### src/rtl/pwr_mode_pkg.sv
package pwr_mode_pkg;

   typedef enum logic [2:0] {
      PM_FULL   = 3'd0,
      PM_ACTIVE = 3'd1,
      PM_SLEEP  = 3'd2,
      PM_DSLEEP = 3'd3,
      PM_HIBER  = 3'd4,
      PM_RSTSEQ = 3'd5
   } pm_state_e;

   localparam logic [2:0] PM_MAX_REQ = 3'd4;

   function automatic logic pm_is_run(input pm_state_e s);
      return (s == PM_FULL) || (s == PM_ACTIVE);
   endfunction

endpackage

### src/rtl/pwr_mode_fsm.sv
module pwr_mode_fsm
   import pwr_mode_pkg::*;
#(
   parameter int NUM_WAKE      = 4,
   parameter int SETTLE_CYCLES = 16
) (
   input  logic                clk,
   input  logic                rst_n,
   input  logic                req_valid_i,
   input  logic [2:0]          req_mode_i,
   input  logic                pll_bypass_i,
   input  logic [NUM_WAKE-1:0] wake_mask_i,
   input  logic [NUM_WAKE-1:0] wake_evt_i,
   input  logic                rtc_irq_i,
   input  logic                rst_pin_i,
   input  logic                dma_l1_req_i,
   output pm_state_e           state_o,
   output logic                dma_err_o
);

   localparam int CNT_W = (SETTLE_CYCLES > 1) ? $clog2(SETTLE_CYCLES) : 1;
   localparam logic [CNT_W-1:0] CNT_LAST = CNT_W'(SETTLE_CYCLES - 1);

   pm_state_e        st_q, st_d;
   logic [CNT_W-1:0] cnt_q, cnt_d;
   logic             dma_err_q;
   logic             periph_wake;

   assign periph_wake = |(wake_evt_i & wake_mask_i);

   always_comb begin
      st_d  = st_q;
      cnt_d = cnt_q;
      case (st_q)
         PM_FULL, PM_ACTIVE: begin
            if (rst_pin_i)
               st_d = PM_FULL;
            else if (req_valid_i && (req_mode_i <= PM_MAX_REQ))
               st_d = pm_state_e'(req_mode_i);
         end
         PM_SLEEP: begin
            if (rst_pin_i)
               st_d = PM_FULL;
            else if (periph_wake || rtc_irq_i)
               st_d = pll_bypass_i ? PM_ACTIVE : PM_FULL;
         end
         PM_DSLEEP: begin
            if (rst_pin_i)
               st_d = PM_FULL;
            else if (rtc_irq_i)
               st_d = PM_ACTIVE;
         end
         PM_HIBER: begin
            if (rst_pin_i || rtc_irq_i || periph_wake) begin
               st_d  = PM_RSTSEQ;
               cnt_d = '0;
            end
         end
         PM_RSTSEQ: begin
            if (cnt_q == CNT_LAST)
               st_d = PM_FULL;
            else
               cnt_d = cnt_q + 1'b1;
         end
         default: st_d = PM_FULL;
      endcase
   end

   always_ff @(posedge clk or negedge rst_n) begin
      if (!rst_n) begin
         st_q      <= PM_FULL;
         cnt_q     <= '0;
         dma_err_q <= 1'b0;
      end else begin
         st_q      <= st_d;
         cnt_q     <= cnt_d;
         dma_err_q <= dma_l1_req_i && (st_q == PM_SLEEP);
      end
   end

   assign state_o   = st_q;
   assign dma_err_o = dma_err_q;

endmodule

### src/rtl/pwr_vreg_ctrl.sv
module pwr_vreg_ctrl #(
   parameter int          VR_W     = 6,
   parameter int          MV_W     = 16,
   parameter logic [VR_W-1:0] VR_RESET = 6'd20,
   parameter int          BASE_MV  = 700,
   parameter int          STEP_MV  = 50
) (
   input  logic            clk,
   input  logic            rst_n,
   input  logic            wr_en_i,
   input  logic [VR_W-1:0] wdata_i,
   output logic [VR_W-1:0] code_o,
   output logic [MV_W-1:0] mv_o
);

   localparam logic [MV_W-1:0] BASE = MV_W'(BASE_MV);
   localparam logic [MV_W-1:0] STEP = MV_W'(STEP_MV);

   logic [VR_W-1:0] code_q;

   // Only power-on reset clears this register; it is in the retained domain.
   always_ff @(posedge clk or negedge rst_n) begin
      if (!rst_n)
         code_q <= VR_RESET;
      else if (wr_en_i)
         code_q <= wdata_i;
   end

   assign code_o = code_q;
   assign mv_o   = BASE + MV_W'(code_q) * STEP;

endmodule

### src/rtl/pwr_pad_iso.sv
module pwr_pad_iso #(
   parameter int NUM_PADS = 8
) (
   input  logic                iso_i,
   input  logic [NUM_PADS-1:0] exempt_i,
   output logic [NUM_PADS-1:0] tri_o
);

   for (genvar p = 0; p < NUM_PADS; p++) begin : g_pad
      assign tri_o[p] = iso_i & ~exempt_i[p];
   end

endmodule

### src/rtl/pwr_mode_ctrl.sv
module pwr_mode_ctrl
   import pwr_mode_pkg::*;
#(
   parameter int              NUM_WAKE      = 4,
   parameter int              NUM_PADS      = 8,
   parameter int              VR_W          = 6,
   parameter int              MV_W          = 16,
   parameter logic [VR_W-1:0] VR_RESET      = 6'd20,
   parameter int              BASE_MV       = 700,
   parameter int              STEP_MV       = 50,
   parameter int              SETTLE_CYCLES = 16
) (
   input  logic                clk,
   input  logic                rst_n,
   input  logic                req_valid_i,
   input  logic [2:0]          req_mode_i,
   input  logic                pll_bypass_i,
   input  logic [NUM_WAKE-1:0] wake_mask_i,
   input  logic [NUM_WAKE-1:0] wake_evt_i,
   input  logic                rtc_irq_i,
   input  logic                rst_pin_i,
   input  logic                dma_l1_req_i,
   input  logic                vr_wr_i,
   input  logic [VR_W-1:0]     vr_wdata_i,
   input  logic [NUM_PADS-1:0] pad_exempt_i,
   output logic [2:0]          mode_o,
   output logic                cclk_en_o,
   output logic                sclk_en_o,
   output logic                vreg_en_o,
   output logic                pll_bypass_o,
   output logic                hw_rst_o,
   output logic [NUM_PADS-1:0] pad_tri_o,
   output logic                dma_err_o,
   output logic [VR_W-1:0]     vr_code_o,
   output logic [MV_W-1:0]     core_mv_o
);

   initial begin
      if (NUM_WAKE < 1 || NUM_PADS < 1) $fatal(1, "pwr_mode_ctrl: need at least one wake source and one pad");
      if (SETTLE_CYCLES < 1) $fatal(1, "pwr_mode_ctrl: settle count must be positive");
      if (MV_W < 2 || BASE_MV + STEP_MV * ((1 << VR_W) - 1) >= (1 << MV_W))
         $fatal(1, "pwr_mode_ctrl: millivolt output too narrow");
   end

   pm_state_e state;
   logic      run;

   pwr_mode_fsm #(
      .NUM_WAKE      (NUM_WAKE),
      .SETTLE_CYCLES (SETTLE_CYCLES)
   ) u_fsm (
      .clk          (clk),
      .rst_n        (rst_n),
      .req_valid_i  (req_valid_i),
      .req_mode_i   (req_mode_i),
      .pll_bypass_i (pll_bypass_i),
      .wake_mask_i  (wake_mask_i),
      .wake_evt_i   (wake_evt_i),
      .rtc_irq_i    (rtc_irq_i),
      .rst_pin_i    (rst_pin_i),
      .dma_l1_req_i (dma_l1_req_i),
      .state_o      (state),
      .dma_err_o    (dma_err_o)
   );

   assign run = pm_is_run(state);

   pwr_vreg_ctrl #(
      .VR_W     (VR_W),
      .MV_W     (MV_W),
      .VR_RESET (VR_RESET),
      .BASE_MV  (BASE_MV),
      .STEP_MV  (STEP_MV)
   ) u_vreg (
      .clk     (clk),
      .rst_n   (rst_n),
      .wr_en_i (vr_wr_i && run),
      .wdata_i (vr_wdata_i),
      .code_o  (vr_code_o),
      .mv_o    (core_mv_o)
   );

   pwr_pad_iso #(
      .NUM_PADS (NUM_PADS)
   ) u_pad (
      .iso_i    (state == PM_HIBER),
      .exempt_i (pad_exempt_i),
      .tri_o    (pad_tri_o)
   );

   assign mode_o       = state;
   assign cclk_en_o    = run;
   assign sclk_en_o    = run || (state == PM_SLEEP);
   assign vreg_en_o    = (state != PM_HIBER);
   assign pll_bypass_o = (state == PM_ACTIVE);
   assign hw_rst_o     = (state == PM_RSTSEQ);

endmodule

### config.mk
export PLATFORM = sky130hd
export DESIGN_NAME = pwr_mode_ctrl
export DESIGN_NICKNAME = d
export VERILOG_FILES = /design/src/rtl/pwr_mode_pkg.sv /design/src/rtl/pwr_mode_fsm.sv /design/src/rtl/pwr_vreg_ctrl.sv /design/src/rtl/pwr_pad_iso.sv /design/src/rtl/pwr_mode_ctrl.sv
export SDC_FILE = /design/constraint.sdc
export NUM_CORES = 1
export LEC_CHECK = 0
export ABC_AREA = 1
export ABC_CLOCK_PERIOD_IN_PS = 2790
export BUFFER_PORTS_ARGS = -buffer_cell sky130_fd_sc_hd__buf_2
export CAP_MARGIN = 10
export CORE_ASPECT_RATIO = 1.2
export CORE_MARGIN = 4
export CORE_UTILIZATION = 25
export CTS_CLUSTER_SIZE = 16
export DETAILED_ROUTE_END_ITERATION = 10
export REMOVE_ABC_BUFFERS = 1
export SKIP_CTS_REPAIR_TIMING = 1
export SLEW_MARGIN = 0
export SYNTH_ARGS = -nofsm -noshare
export SYNTH_HDL_FRONTEND = slang
export SYNTH_SLANG_ARGS = --single-unit
### constraint.sdc
create_clock -name clk -period 2.79 [get_ports clk]
set_input_delay 0.1395 -clock clk [delete_from_list [all_inputs] [get_ports clk]]
set_output_delay 0.1395 -clock clk [all_outputs]
set_load 0.01 [all_outputs]
==> impl_results.md, run 1 <==
* Outcome: finished, violations left
* Violations in the final reports: setup timing
* CP max FO at 3
* Initial drt markers at 34
* Final period util at 103.6%
* Crit path arrival time at 2.75 ns
* Layout cell share with drive strength beyond 1 at 50.99%
* Width of the die at 80.64 um
* Rows at 31
* WL final at 4062 um
* Die area at 7673 um^2
* Synthesized instance count at 220
* Final setup TNS at -0.3098 ns
* Fin crit period at between 2 and 3 ns
* Antenna Nets Post-Route at 0
* Fin cells at 386
* HPWL Detailed at between 3000 and 4000 um
* Hold Vio Cnt, Final at 0
* Area Overhead vs Synth at 55.49%
* CTS tree: yes
* Clk_lat worst skew at approximately 0.24 ns
* DRC at 0
* Core ar. at around 6100 um^2
* I/O pins at 72
* Yosys cell types at 30
* DR vias/cell at 4.199
* RSZ-0062 raised after global routing: true
* DP Area at 2066 um^2
* Kind of critical path: flop to output pin
* Yosys warning count at 0
* Cell area after layout at 2461 um^2
* Final nets at 364
* Filler cells at 645
* Number of synthesized register bits at 14
* Max-cap violations at 0
* Sequential share of the synthesized area at ~22%
* Fmax at 345.9 MHz
* Via count at 1,621
* Antenna violations before repair at 0
* GR Util All Layers at 9.921%
* Clk root buf: clkbuf_8
* Die H at 95.16 um
* Most frequent cells in the layout: 67 x buf_2, 45 x nand2_1, 24 x inv_1
* Drt pass-1 iters at 4
* Area leader, netlist: ha_1
* WL/cell at 10.52 um
* Final hold slack at about 0.11 ns
* Worst-case clock buffer depth at 2
* Maximum number of pins on one net before global-route repair at 15
* Mean Syn Cell Area at 7.194 um^2
* H-tree depth at 1
* First-pass GRT wire length at 6223 um
* CP Launch Type: flop
* Initial Util at 25.99%
* Synth top area cells: ha_1 20%, dfrtp_1 19%, nand2_1 14%
* Vias in the first global route at between 1,500 and 2,000
* Setup WS post-layout at -0.1008 ns
* RePlAce Congestion at 0.8132
* Final setup fails at 5
* Cts bufs inserted at 3
* Diode count at 0
* Worst path required time at 2.65 ns
* Worst Hold Class: primary input to flop
* Fin. max-slew vios at 0
* Layout Skew at 0.003599 ns
* # port buffers at 67
* CP endpoint kind: output pin
* Total gr overflow at 0
* Commonest non-fill, non-tap cell in the layout: buf_2
* Sink Count at 14
* Synth top area share at between 10% and 20%
* Clock-pin slew on the worst setup and hold paths at 0.06 ns
* Mapped cell area at around 1600 um^2
* Placed cells at around 380
-- critical path, stage by stage (launching register included) --
cell and delay, ns:
dfstp_2 0.54, inv_2 0.05, ha_4 0.24, ha_4 0.27, ha_4 0.20, buf_4 0.14
ha_4 0.25, nand2_1 0.05, inv_2 0.07, nand2_2 0.05, nand3b_1 0.15, nand3_2 0.12
nand2_2 0.10, nand2_2 0.05, nand2_1 0.05, nand2_1 0.04, buf_2 0.13
-- flip-flops by register name, summed over array words and instances (netlist names) --
| register | cells |
|---|---|
| u_fsm.state_o | 3 |
| u_fsm.cnt_q | 4 |
| u_vreg.code_o | 6 |
| u_fsm.dma_err_o | 1 |
-- synthesized netlist by cell type --
| library cell | number |
|---|---|
| o21ai_0 | 2 |
| or2_2 | 1 |
| inv_1 | 31 |
| nand2_1 | 57 |
| nand3b_1 | 3 |
| nand3_2 | 1 |
| mux2_2 | 3 |
| nor2_4 | 2 |
| nor3_2 | 2 |
| nand3_1 | 16 |
| nor3_4 | 1 |
| inv_2 | 5 |
| fa_1 | 1 |
| o21ai_2 | 1 |
| conb_1 | 1 |
| nor2_1 | 23 |
| ha_1 | 25 |
| xor2_1 | 5 |
| dfstp_2 | 2 |
| buf_6 | 1 |
| nand2_2 | 5 |
| dfrtp_1 | 12 |
| a21oi_1 | 5 |
| xnor2_1 | 4 |
| buf_4 | 5 |
| nand2_4 | 1 |
| a22o_1 | 1 |
| nand4_1 | 2 |
| o21ai_1 | 1 |
| a31oi_1 | 1 |
-- per-layer routing --
layer | global-route usage [%] | up-vias | wire length [um] | part of all wire, %
met1 | 12.11 | 719 | 1685 | 41
met5 | 0 | - | 0 | 0
met3 | 1.134 | 2 | 223 | 5.5
li1 | - | 852 | - | -
met4 | 2.676 | 0 | 14 | 0.34
met2 | 18.23 | 48 | 2138 | 53
-- through the flow --
stage	utilization, %	setup WS, ns
after global placement	33.92	-0.05334
after detailed placement	33.92	-0.1317
after CTS	34.83	-0.4123
final	40.42	-0.1008
after floorplan	-	-0.07058
after global routing	40.42	-0.2107
-- cells by family (layout without fill, tap and decap cells) --
logic type,Yosys count,in the layout,synth area share [%]
XOR/XNOR,9,9,4.980
adder cells (fa/ha/maj),26,26,21.03
AO/OA/AOI/OAI,11,11,4.032
multiplexers,3,3,2.134
other,1,4,0.2369
buffers and inverters,42,123,11.62
flip-flops,14,14,22.29
AND/OR/NAND/NOR,114,114,33.68
-- path summary, 6_finish.rpt --
path / start / cells after the start / end / slack, ns
setup / recovery: u_vreg.code_o[2] / 16 / core_mv_o[11] / -0.10
hold / removal: dma_l1_req_i / 3 / u_fsm.dma_err_o / 0.11
setup reg to reg: u_fsm.state_o[0] / 5 / u_fsm.cnt_q[1] / 1.35
hold reg to reg: u_vreg.code_o[4] / 2 / u_vreg.code_o[4] / 0.51
max in group asynchronous: rst_n / 2 / u_vreg.code_o[2] / 2.18
min in group asynchronous: rst_n / 2 / u_fsm.state_o[1] / 0.32
-- final cells by class --
class / count / area (um^2) / area share, %
repair buffers: 83 / 461.7 / 18.76
flip-flops and latches: 14 / 354.1 / 14.39
inverters: 36 / 135.1 / 5.491
multi-input cells: 167 / 1353 / 54.96
clock buffers: 4 / 55.05 / 2.237
well taps: 82 / 102.6 / 4.169
Power of run 1 is left out: the tool's default activity adds up to more than one toggle a clock period on the data nets, which glitch-free logic cannot reach.
==> run 2: changes to the inputs <==
--- a/config.mk
+++ b/config.mk
@@ -11,3 +11,3 @@
 export CAP_MARGIN = 10
-export CORE_ASPECT_RATIO = 1.2
+export CORE_ASPECT_RATIO = 2
 export CORE_MARGIN = 4
@@ -16,3 +16,2 @@
 export DETAILED_ROUTE_END_ITERATION = 10
-export REMOVE_ABC_BUFFERS = 1
 export SKIP_CTS_REPAIR_TIMING = 1
==> constraint.sdc (replaced) <==
create_clock -name clk -period 2.79 [get_ports clk]
set_input_delay 0.558 -clock clk [delete_from_list [all_inputs] [get_ports clk]]
set_output_delay 0.558 -clock clk [all_outputs]
set_load 0.01 [all_outputs]
==> impl_results.md, run 2 (same netlist as run 1, synthesis figures left out) <==
* Clk_lat worst skew at 0.24 ns
* Most frequent cells in the layout: 66 x buf_2, 48 x nand2_1, 25 x inv_1
* Max-cap violations at 0
* Slowest cell on the critical path: dfstp_2
* GR Util All Layers at 11.94%
* Via count at around 1,700
* Layout Skew at roughly 0.0045 ns
* RSZ-0062 raised after global routing: true
* Initial Util at 25.92%
* Hold Vio Cnt, Final at 0
* Max reg flops at 6
* Antenna Nets Post-Route at 0
* Worst Hold Class: primary input to asynchronous set/reset pin
* Worst path required time at 2.23 ns
* Crit path arrival time at 2.76 ns
* CP Launch Type: flop
* Kind of critical path: flop to output pin
* Violations in the final reports: setup timing
* Sink Count at 14
* RePlAce Congestion at 0.7937
* Clk root buf: clkbuf_16
* Area Overhead vs Synth at 55.73%
* Worst-case clock buffer depth at 2
* Fin. max-slew vios at 0
* HPWL Detailed at 3867 um
* WL final at 4384 um
* CP max FO at 4
* Final core occ at 40.37%
* DRC at 0
* CP Cell Sequence: inv_2 > ha_4 > ha_4 > ha_4 > inv_2 > fa_2 > xor2_2 > nand2_1 > nand3_2 > buf_4 > xnor2_1 > buf_2
* Core ar. at 6106 um^2
* WL/cell at 11.13 um
* Antenna violations before repair at 0
* Final hold slack at 0.2026 ns
* H-tree depth at 1
* Maximum number of pins on one net before global-route repair at 15
* CTS tree: yes
* Setup WS post-layout at -0.5253 ns
* Top cell by count, worst path: ha_4
* Final nets at between 300 and 400
* Filler cells at around 670
* Vias in the first global route at roughly 1,800
* Commonest non-fill, non-tap cell in the layout: buf_2
* Die area at roughly 7700 um^2
* Die H at 120.5 um
* Final setup fails at 7
* Final period util at 118.8%
* Rows at 40
* CP endpoint kind: output pin
* Diode count at 0
* Outcome: finished, violations left
* Max incr delay on CP at 0.56 ns
* First-pass GRT wire length at 7369 um
* DR vias/cell at 4.332
* Drt pass-1 iters at 4
* Layout cell share with drive strength beyond 1 at between 40% and 50%
* I/O pins at 72
* Fmax at 301.6 MHz
* Initial drt markers at 24
* # port buffers at 67
* Clock-pin slew on the worst setup and hold paths at 0.05 ns
* Fin crit period at about 3.3 ns
* Total gr overflow at 0
* Cts bufs inserted at 3
* Width of the die at between 60 and 70 um
[run 2: changes by cell type in the layout (fill, tap and decap cells not counted), moves of 2 or more]
cell and delta:
xnor2_2 -2, ha_4 -5, buf_4 +8, nand2_1 +3, clkbuf_16 +3, clkbuf_8 -3
nand2_2 -3, xnor2_1 +2, ha_1 +5
[run 2: final timing paths]
check	cells after the start	startpoint	slack, ns	end
setup / recovery	12	u_vreg.code_o[2]	-0.53	core_mv_o[9]
hold / removal	1	rst_n	0.20	u_fsm.state_o[0]
setup reg to reg	5	u_fsm.state_o[1]	1.30	u_fsm.cnt_q[1]
hold reg to reg	1	u_fsm.cnt_q[0]	0.53	u_fsm.cnt_q[0]
max in group asynchronous	1	rst_n	2.29	u_vreg.code_o[4]
min in group clk	3	dma_l1_req_i	0.52	u_fsm.dma_err_o
[run 2: stage by stage]
step	setup slack, ns	setup TNS [ns]	cell area, um^2	instances
after global routing	-0.6402	-4.040	2465	394
after CTS	-0.5760	-3.361	2356	391
after floorplan	-0.1499	-0.5940	1733	223
final	-0.5253	-3.244	2465	394
after detailed placement	-0.3117	-1.507	2267	387
after global placement	-0.3172	-1.524	2267	387
[run 2: routing by layer]
metal	global-route usage (%)	vias to the layer above	share of wire (%)
met5	0	-	0
met4	3.179	0	2.1
met2	25.45	66	60
li1	-	864	-
met1	10.92	768	32
met3	1.859	9	5.8
[run 2: critical path: cells and delay by family (launching register included)]
family / cells / cell delay (ns)
AND/OR/NAND/NOR: 2 / 0.16
buffers and inverters: 4 / 0.38
flip-flops: 1 / 0.56
XOR/XNOR: 2 / 0.31
adder cells (fa/ha/maj): 4 / 1.11
[run 2: area by class of cell]
cell class | count | area (um^2) | share of cell area, %
timing repair buffer | 89 | 506.7 | 20.56
tap | 84 | 105.1 | 4.264
multi-input combinational | 167 | 1276 | 51.78
sequential | 14 | 352.8 | 14.31
clock buffer | 4 | 88.84 | 3.604
inverter | 36 | 135.1 | 5.482
Power of run 2 is left out for the same reason.
